File: src/rtl/ssf_pkg.sv
// Shared definitions for the framed serial sample transmitter.
// Assumes word and byte lengths are powers of two.
package ssf_pkg;
    localparam int SSF_WORD_W = 16;
    localparam int SSF_BYTE_W = 8;

    // Bundle of link-side outputs produced inside the top module.
    typedef struct packed {
        logic busy;
        logic clk;
        logic sync;
        logic data;
        logic oe;
    } ssf_link_t;
endpackage

File: src/rtl/ssf_req_qual.sv
// Read request qualifier: turns a falling read strobe into a one-cycle
// start pulse. Assumes rd_n is already synchronous to clk.
module ssf_req_qual (
    input  logic clk,
    input  logic rst_n,
    input  logic rd_n,
    input  logic cs_n,
    input  logic conv_idle,
    input  logic active,
    output logic start
);
    logic rd_q;

    // Keep the previous read strobe sample for edge detection.
    always_ff @(posedge clk) begin
        if (!rst_n) rd_q <= 1'b1;
        else        rd_q <= rd_n;
    end

    // Start only on a fresh falling edge, selected, core idle, link free.
    assign start = rd_q & ~rd_n & ~cs_n & conv_idle & ~active;
endmodule

File: src/rtl/ssf_slot_timer.sv
// Slot timer: counts half bit periods for one transfer, makes the bit
// clock and the slot index, and ends the transfer on completion or abort.
// Assumes start is never asserted while active is high.
module ssf_slot_timer #(
    parameter int WORD_W = 16,
    localparam int HALF_N = 2 * WORD_W + 2,
    localparam int CNT_W  = $clog2(HALF_N),
    localparam int SLOT_W = CNT_W - 1
) (
    input  logic              clk,
    input  logic              rst_n,
    input  logic              start,
    input  logic              abort,
    output logic              active,
    output logic              bit_clk,
    output logic [SLOT_W-1:0] slot,
    output logic              shift_en
);
    localparam logic [CNT_W-1:0] LAST_TICK  = CNT_W'(HALF_N - 1);
    localparam logic [CNT_W-1:0] FIRST_SHIFT = CNT_W'(3);

    logic [CNT_W-1:0] tick;

    // Run the half-period counter from start until the last tick or abort.
    always_ff @(posedge clk) begin
        if (!rst_n) begin
            active <= 1'b0;
            tick   <= '0;
        end else if (start) begin
            active <= 1'b1;
            tick   <= '0;
        end else if (active) begin
            if (abort || tick == LAST_TICK) begin
                active <= 1'b0;
                tick   <= '0;
            end else begin
                tick <= tick + 1'b1;
            end
        end
    end

    // Bit clock is high in the even half of each slot.
    assign bit_clk  = active & ~tick[0];
    assign slot     = tick[CNT_W-1:1];
    // Advance the data bit when leaving the low half of slot 2 or later.
    assign shift_en = active & tick[0] & (tick >= FIRST_SHIFT);
endmodule

File: src/rtl/ssf_shift_out.sv
// Output shifter: holds the word and mode taken at start, presents bits
// MSB first one slot behind the sync strobe, and decodes sync slots.
// Assumes BYTE_W and WORD_W are powers of two with BYTE_W <= WORD_W.
module ssf_shift_out #(
    parameter int WORD_W = 16,
    parameter int BYTE_W = 8,
    parameter int SLOT_W = 5
) (
    input  logic              clk,
    input  logic              rst_n,
    input  logic              start,
    input  logic              shift_en,
    input  logic              active,
    input  logic [SLOT_W-1:0] slot,
    input  logic [WORD_W-1:0] word_in,
    input  logic              byte_in,
    output logic              sync,
    output logic              data
);
    localparam logic [SLOT_W-1:0] BYTE_MASK = SLOT_W'(BYTE_W - 1);
    localparam logic [SLOT_W-1:0] WORD_MASK = SLOT_W'(WORD_W - 1);

    logic [WORD_W-1:0] shreg;
    logic              byte_q;

    // Capture word and mode at start, then shift toward the MSB.
    always_ff @(posedge clk) begin
        if (!rst_n) begin
            shreg  <= '0;
            byte_q <= 1'b0;
        end else if (start) begin
            shreg  <= word_in;
            byte_q <= byte_in;
        end else if (shift_en) begin
            shreg <= {shreg[WORD_W-2:0], 1'b0};
        end
    end

    logic on_boundary;

    // A slot is a sync slot when it sits on a frame-length boundary.
    always_comb begin
        if (byte_q) on_boundary = (slot & BYTE_MASK) == '0;
        else        on_boundary = (slot & WORD_MASK) == '0;
    end

    assign sync = active & on_boundary;
    assign data = active & (slot != '0) & shreg[WORD_W-1];
endmodule

File: src/rtl/serial_frame_tx.sv
// Framed serial sample transmitter top: qualifies read requests, times
// the bit slots and serialises the captured sample word onto a
// clock/sync/data link with a driver enable standing in for tri-state.
// Assumes all inputs are synchronous to clk.
module serial_frame_tx
    import ssf_pkg::*;
#(
    parameter int WORD_W = SSF_WORD_W,
    parameter int BYTE_W = SSF_BYTE_W,
    localparam int SLOT_W = $clog2(2 * WORD_W + 2) - 1
) (
    input  logic              clk,
    input  logic              rst_n,
    input  logic              rd_n,
    input  logic              cs_n,
    input  logic              conv_idle,
    input  logic              byte_mode,
    input  logic [WORD_W-1:0] sample_word,
    output logic              busy,
    output logic              link_clk,
    output logic              link_sync,
    output logic              link_data,
    output logic              link_oe
);
    logic              start;
    logic              active;
    logic              bit_clk;
    logic              shift_en;
    logic [SLOT_W-1:0] slot;
    logic              sync_w;
    logic              data_w;
    ssf_link_t         link;

    ssf_req_qual u_req (
        .clk       (clk),
        .rst_n     (rst_n),
        .rd_n      (rd_n),
        .cs_n      (cs_n),
        .conv_idle (conv_idle),
        .active    (active),
        .start     (start)
    );

    ssf_slot_timer #(.WORD_W(WORD_W)) u_timer (
        .clk      (clk),
        .rst_n    (rst_n),
        .start    (start),
        .abort    (cs_n),
        .active   (active),
        .bit_clk  (bit_clk),
        .slot     (slot),
        .shift_en (shift_en)
    );

    ssf_shift_out #(.WORD_W(WORD_W), .BYTE_W(BYTE_W), .SLOT_W(SLOT_W)) u_shift (
        .clk      (clk),
        .rst_n    (rst_n),
        .start    (start),
        .shift_en (shift_en),
        .active   (active),
        .slot     (slot),
        .word_in  (sample_word),
        .byte_in  (byte_mode),
        .sync     (sync_w),
        .data     (data_w)
    );

    // Gather the link outputs; enables follow the transfer state.
    always_comb begin
        link.busy = active;
        link.clk  = bit_clk;
        link.sync = sync_w;
        link.data = data_w;
        link.oe   = active;
    end

    assign busy      = link.busy;
    assign link_clk  = link.clk;
    assign link_sync = link.sync;
    assign link_data = link.data;
    assign link_oe   = link.oe;
endmodule

File: config.mk
export PLATFORM = sky130hd
export DESIGN_NAME = serial_frame_tx
export DESIGN_NICKNAME = d
export VERILOG_FILES = /design/src/rtl/ssf_pkg.sv /design/src/rtl/ssf_req_qual.sv /design/src/rtl/ssf_slot_timer.sv /design/src/rtl/ssf_shift_out.sv /design/src/rtl/serial_frame_tx.sv
export SDC_FILE = /design/constraint.sdc
export NUM_CORES = 1
export LEC_CHECK = 0
export ABC_AREA = 1
export BUFFER_PORTS_ARGS = -buffer_cell sky130_fd_sc_hd__buf_2
export CORE_AREA = 2 2 61 63
export CTS_CLUSTER_SIZE = 12
export DETAILED_ROUTE_END_ITERATION = 16
export DIE_AREA = 0 0 63 65
export GPL_TIMING_DRIVEN = 0
export PLACE_DENSITY_LB_ADDON = 0.25
export SKIP_LAST_GASP = 1
export SLEW_MARGIN = 20
export SYNTH_ARGS = -nofsm -noshare
export SYNTH_HDL_FRONTEND = slang
export SYNTH_HIERARCHICAL = 1
export SYNTH_SLANG_ARGS = --single-unit
File: constraint.sdc
create_clock -name clk -period 2.3 [get_ports clk]
set_clock_uncertainty 0.2 [all_clocks]
set_input_delay 0.46 -clock clk [delete_from_list [all_inputs] [get_ports clk]]
set_output_delay 0.46 -clock clk [all_outputs]
set_load 0.01 [all_outputs]
==> results.cfg <==
[logic_synthesis]
ys_warn_count = 6
async_flop_share_pct = 0
synth_area_leaders = dfxtp_1 (36%), nand2_1 (19%), nand3_1 (12%), inv_1 (8.7%), buf_4 (4.4%)
synth_edf_count = 0
synth_cell_types = 21
avgSynthCellArea_um2 = 6.572
netlist_area_mm2 = 0.001380
ys_seq_area_share_pct = 36.26
synth-main-ff-cell = dfxtp_1
synth_cells = 210
synth_common_cells = nand2_1 (71), nand3_1 (34), inv_1 (32)
yosysTopAreaCell = dfxtp_1
synthesis.nets = 234
yosysMostFrequentCell = nand2_1
synth-seq-cells = 25
yosysTopAreaCellShare_pct = 36.26

[timing]
rsz0062_at_grt = false
timing.fmax_ghz = 0.5117
maxSlewViolCount = 0
fin_crit_sh_pct = 84.98
finalHoldViolCount = 0
tns_ns = 0
setup_violations = 0
period_minus_slack_ns = 1.954
max_slew_margin_pct = 81.24
worst_pin_slew_ns = 0.2810

[final_layout]
fillers = 396
syn_to_final_growth_pct = 15.96
drive_above_1_share_pct = 21.25
diodes = 0
final_nets = 265
final_area_mm2 = 0.001600

[grt]
gr-usage-met2_pct = 24.20
antenna_found_initial = 0
grt_busiest_layer = met2
grt_max_degree = 16
grt_pass1_wl_um = 4733
track_usage_pct = 14.28
use_met3_pct = 1.910
overflow = 0
grtUsageMet1_pct = 18.27
grt_pass1_vias = 1112

[clocking]
cts-resized-gates = 0
cts_made_buffers = 3
cts_setup_buffers = 0
clockBufferDepth = 2
tritoncts = done
clk_pin_slew_ns = 0.13
clock_latency_ns = 0.32
hold_buffers = 0
clock_sinks = 25
root_buffer = clkbuf_4
h-tree-depth = 1

[pwr]
power_density_mw_per_mm2 = 453.6
vdd_ir_drop_max_v = 0.0003074
power_leakage_nw = 0.8736

[worst_setup_path]
crit_type = flop to primary output
crit_path_max_fanout = 6
arrival_ns = 1.29
worst_setup_path_start_kind = flop
crit_required_ns = 1.64
crit_path_end_kind = primary output

[die]
chipWidth_um = 63
die-area_mm2 = 0.004095
rows = 22
die_y_um = 65
initial_core_util_pct = 39.48
core_area_mm2 = 0.003496
boundaryPins = 27

[routing]
via_per_inst = 4.462
drc = 0
firstDrtPassIters = 4
num_vias = 1285
drt.antenna.violating_nets = 0
wl_um = 2690
drt_iter0_markers = 53
routedWlPerCell_um = 9.340

[placed_design]
port_buffers = 26
finalWeightedCongestion = 0.8354
hpwl_um = 1990
dpl_cell_area_mm2 = 0.001570

[status]
status = finished clean

[worst_hold_path]
min_path_type = input port to flop

[flow_run]
drv_cap = 0
[critical path, cell delays in order (launching register included)]
cell	delay, ns
dfxtp_1	0.38
buf_4	0.15
nor2_1	0.13
nand3_1	0.08
a21oi_1	0.11
buf_2	0.14
[per-stage QoR]
stage	total power [mW]	utilization (%)	cells	hold WS, ns	worst slack (ns)
after CTS	0.7410	45.78	288	0.1057	0.3157
after detailed placement	0.5380	44.92	284	0.2566	0.4519
after global placement	0.5376	44.92	284	0.2524	0.4549
after floorplan	0.5055	-	210	0.2291	0.6969
after global routing	0.7701	45.78	288	0.1252	0.2094
final	0.7259	45.78	288	0.1187	0.3456
[cell families (layout without fill, tap and decap cells)]
family,Yosys count,count (layout),share of synthesized area [%]
AO/OA/AOI/OAI,15,15,6.074
XOR/XNOR,1,1,0.6347
adder cells (fa/ha/maj),2,2,1.813
buffers and inverters,48,78,17.04
flip-flops,25,25,36.26
AND/OR/NAND/NOR,119,119,38.17
[report_power, final]
group | total, mW | switching [mW] | internal (mW)
clock | 0.198 | 0.132 | 0.0663
combinational | 0.0763 | 0.0415 | 0.0348
sequential | 0.451 | 0.00689 | 0.444
[state kept, by name (all words and copies together) (netlist names)]
signal,flops
u_shift/byte_q,1
u_timer/tick,6
u_timer/active,1
u_shift/shreg,16
u_req/rd_q,1
[per-layer routing]
| layer | vias to the layer above | part of all wire, % |
|---|---|---|
| li1 | 700 | - |
| met1 | 559 | 48 |
| met2 | 24 | 46 |
| met3 | 2 | 4.8 |
| met4 | 0 | 1.0 |
| met5 | - | 0 |
[area by class of cell]
| cell class | instances | area (um2) | area share (%) |
|---|---|---|---|
| flip-flops and latches | 25 | 500.5 | 31.27 |
| multi-input cells | 137 | 644.4 | 40.27 |
| clock buffers | 3 | 22.52 | 1.407 |
| well taps | 48 | 60.06 | 3.753 |
| plain buffers | 13 | 103.9 | 6.489 |
| clock inverters | 1 | 7.507 | 0.4691 |
| inverters | 35 | 131.4 | 8.210 |
| repair buffers | 26 | 130.1 | 8.131 |
[path summary, 6_finish.rpt]
path	start	end	slack [ns]	depth (start not counted)
max	u_timer/tick[2]$_SDFFE_PP0P_	link_sync	0.35	5
min	rd_n	u_req/rd_q$_SDFF_PN1_	0.12	3
min reg2reg	u_shift/shreg[0]$_SDFFE_PN0P_	u_shift/shreg[0]$_SDFFE_PN0P_	0.28	2
max reg2reg	u_timer/tick[1]$_SDFFE_PP0P_	u_shift/shreg[3]$_SDFFE_PN0P_	0.55	10
[placed cells by master (no fill, tap or decap), drive strengths merged]
| cell | instances |
|---|---|
| nand2 | 71 |
| clkinvlp | 1 |
| ha | 2 |
| dfxtp | 25 |
| o21ai | 3 |
| clkbuf | 3 |
| nand4 | 1 |
| buf | 39 |
| inv | 35 |
| a21oi | 10 |
| nor2 | 11 |
| o21a | 1 |
| o21bai | 1 |
| or2 | 1 |
| nand3 | 34 |
| xor2 | 1 |
| nor3 | 1 |
Note: power is estimated with default switching activity, not from simulation.
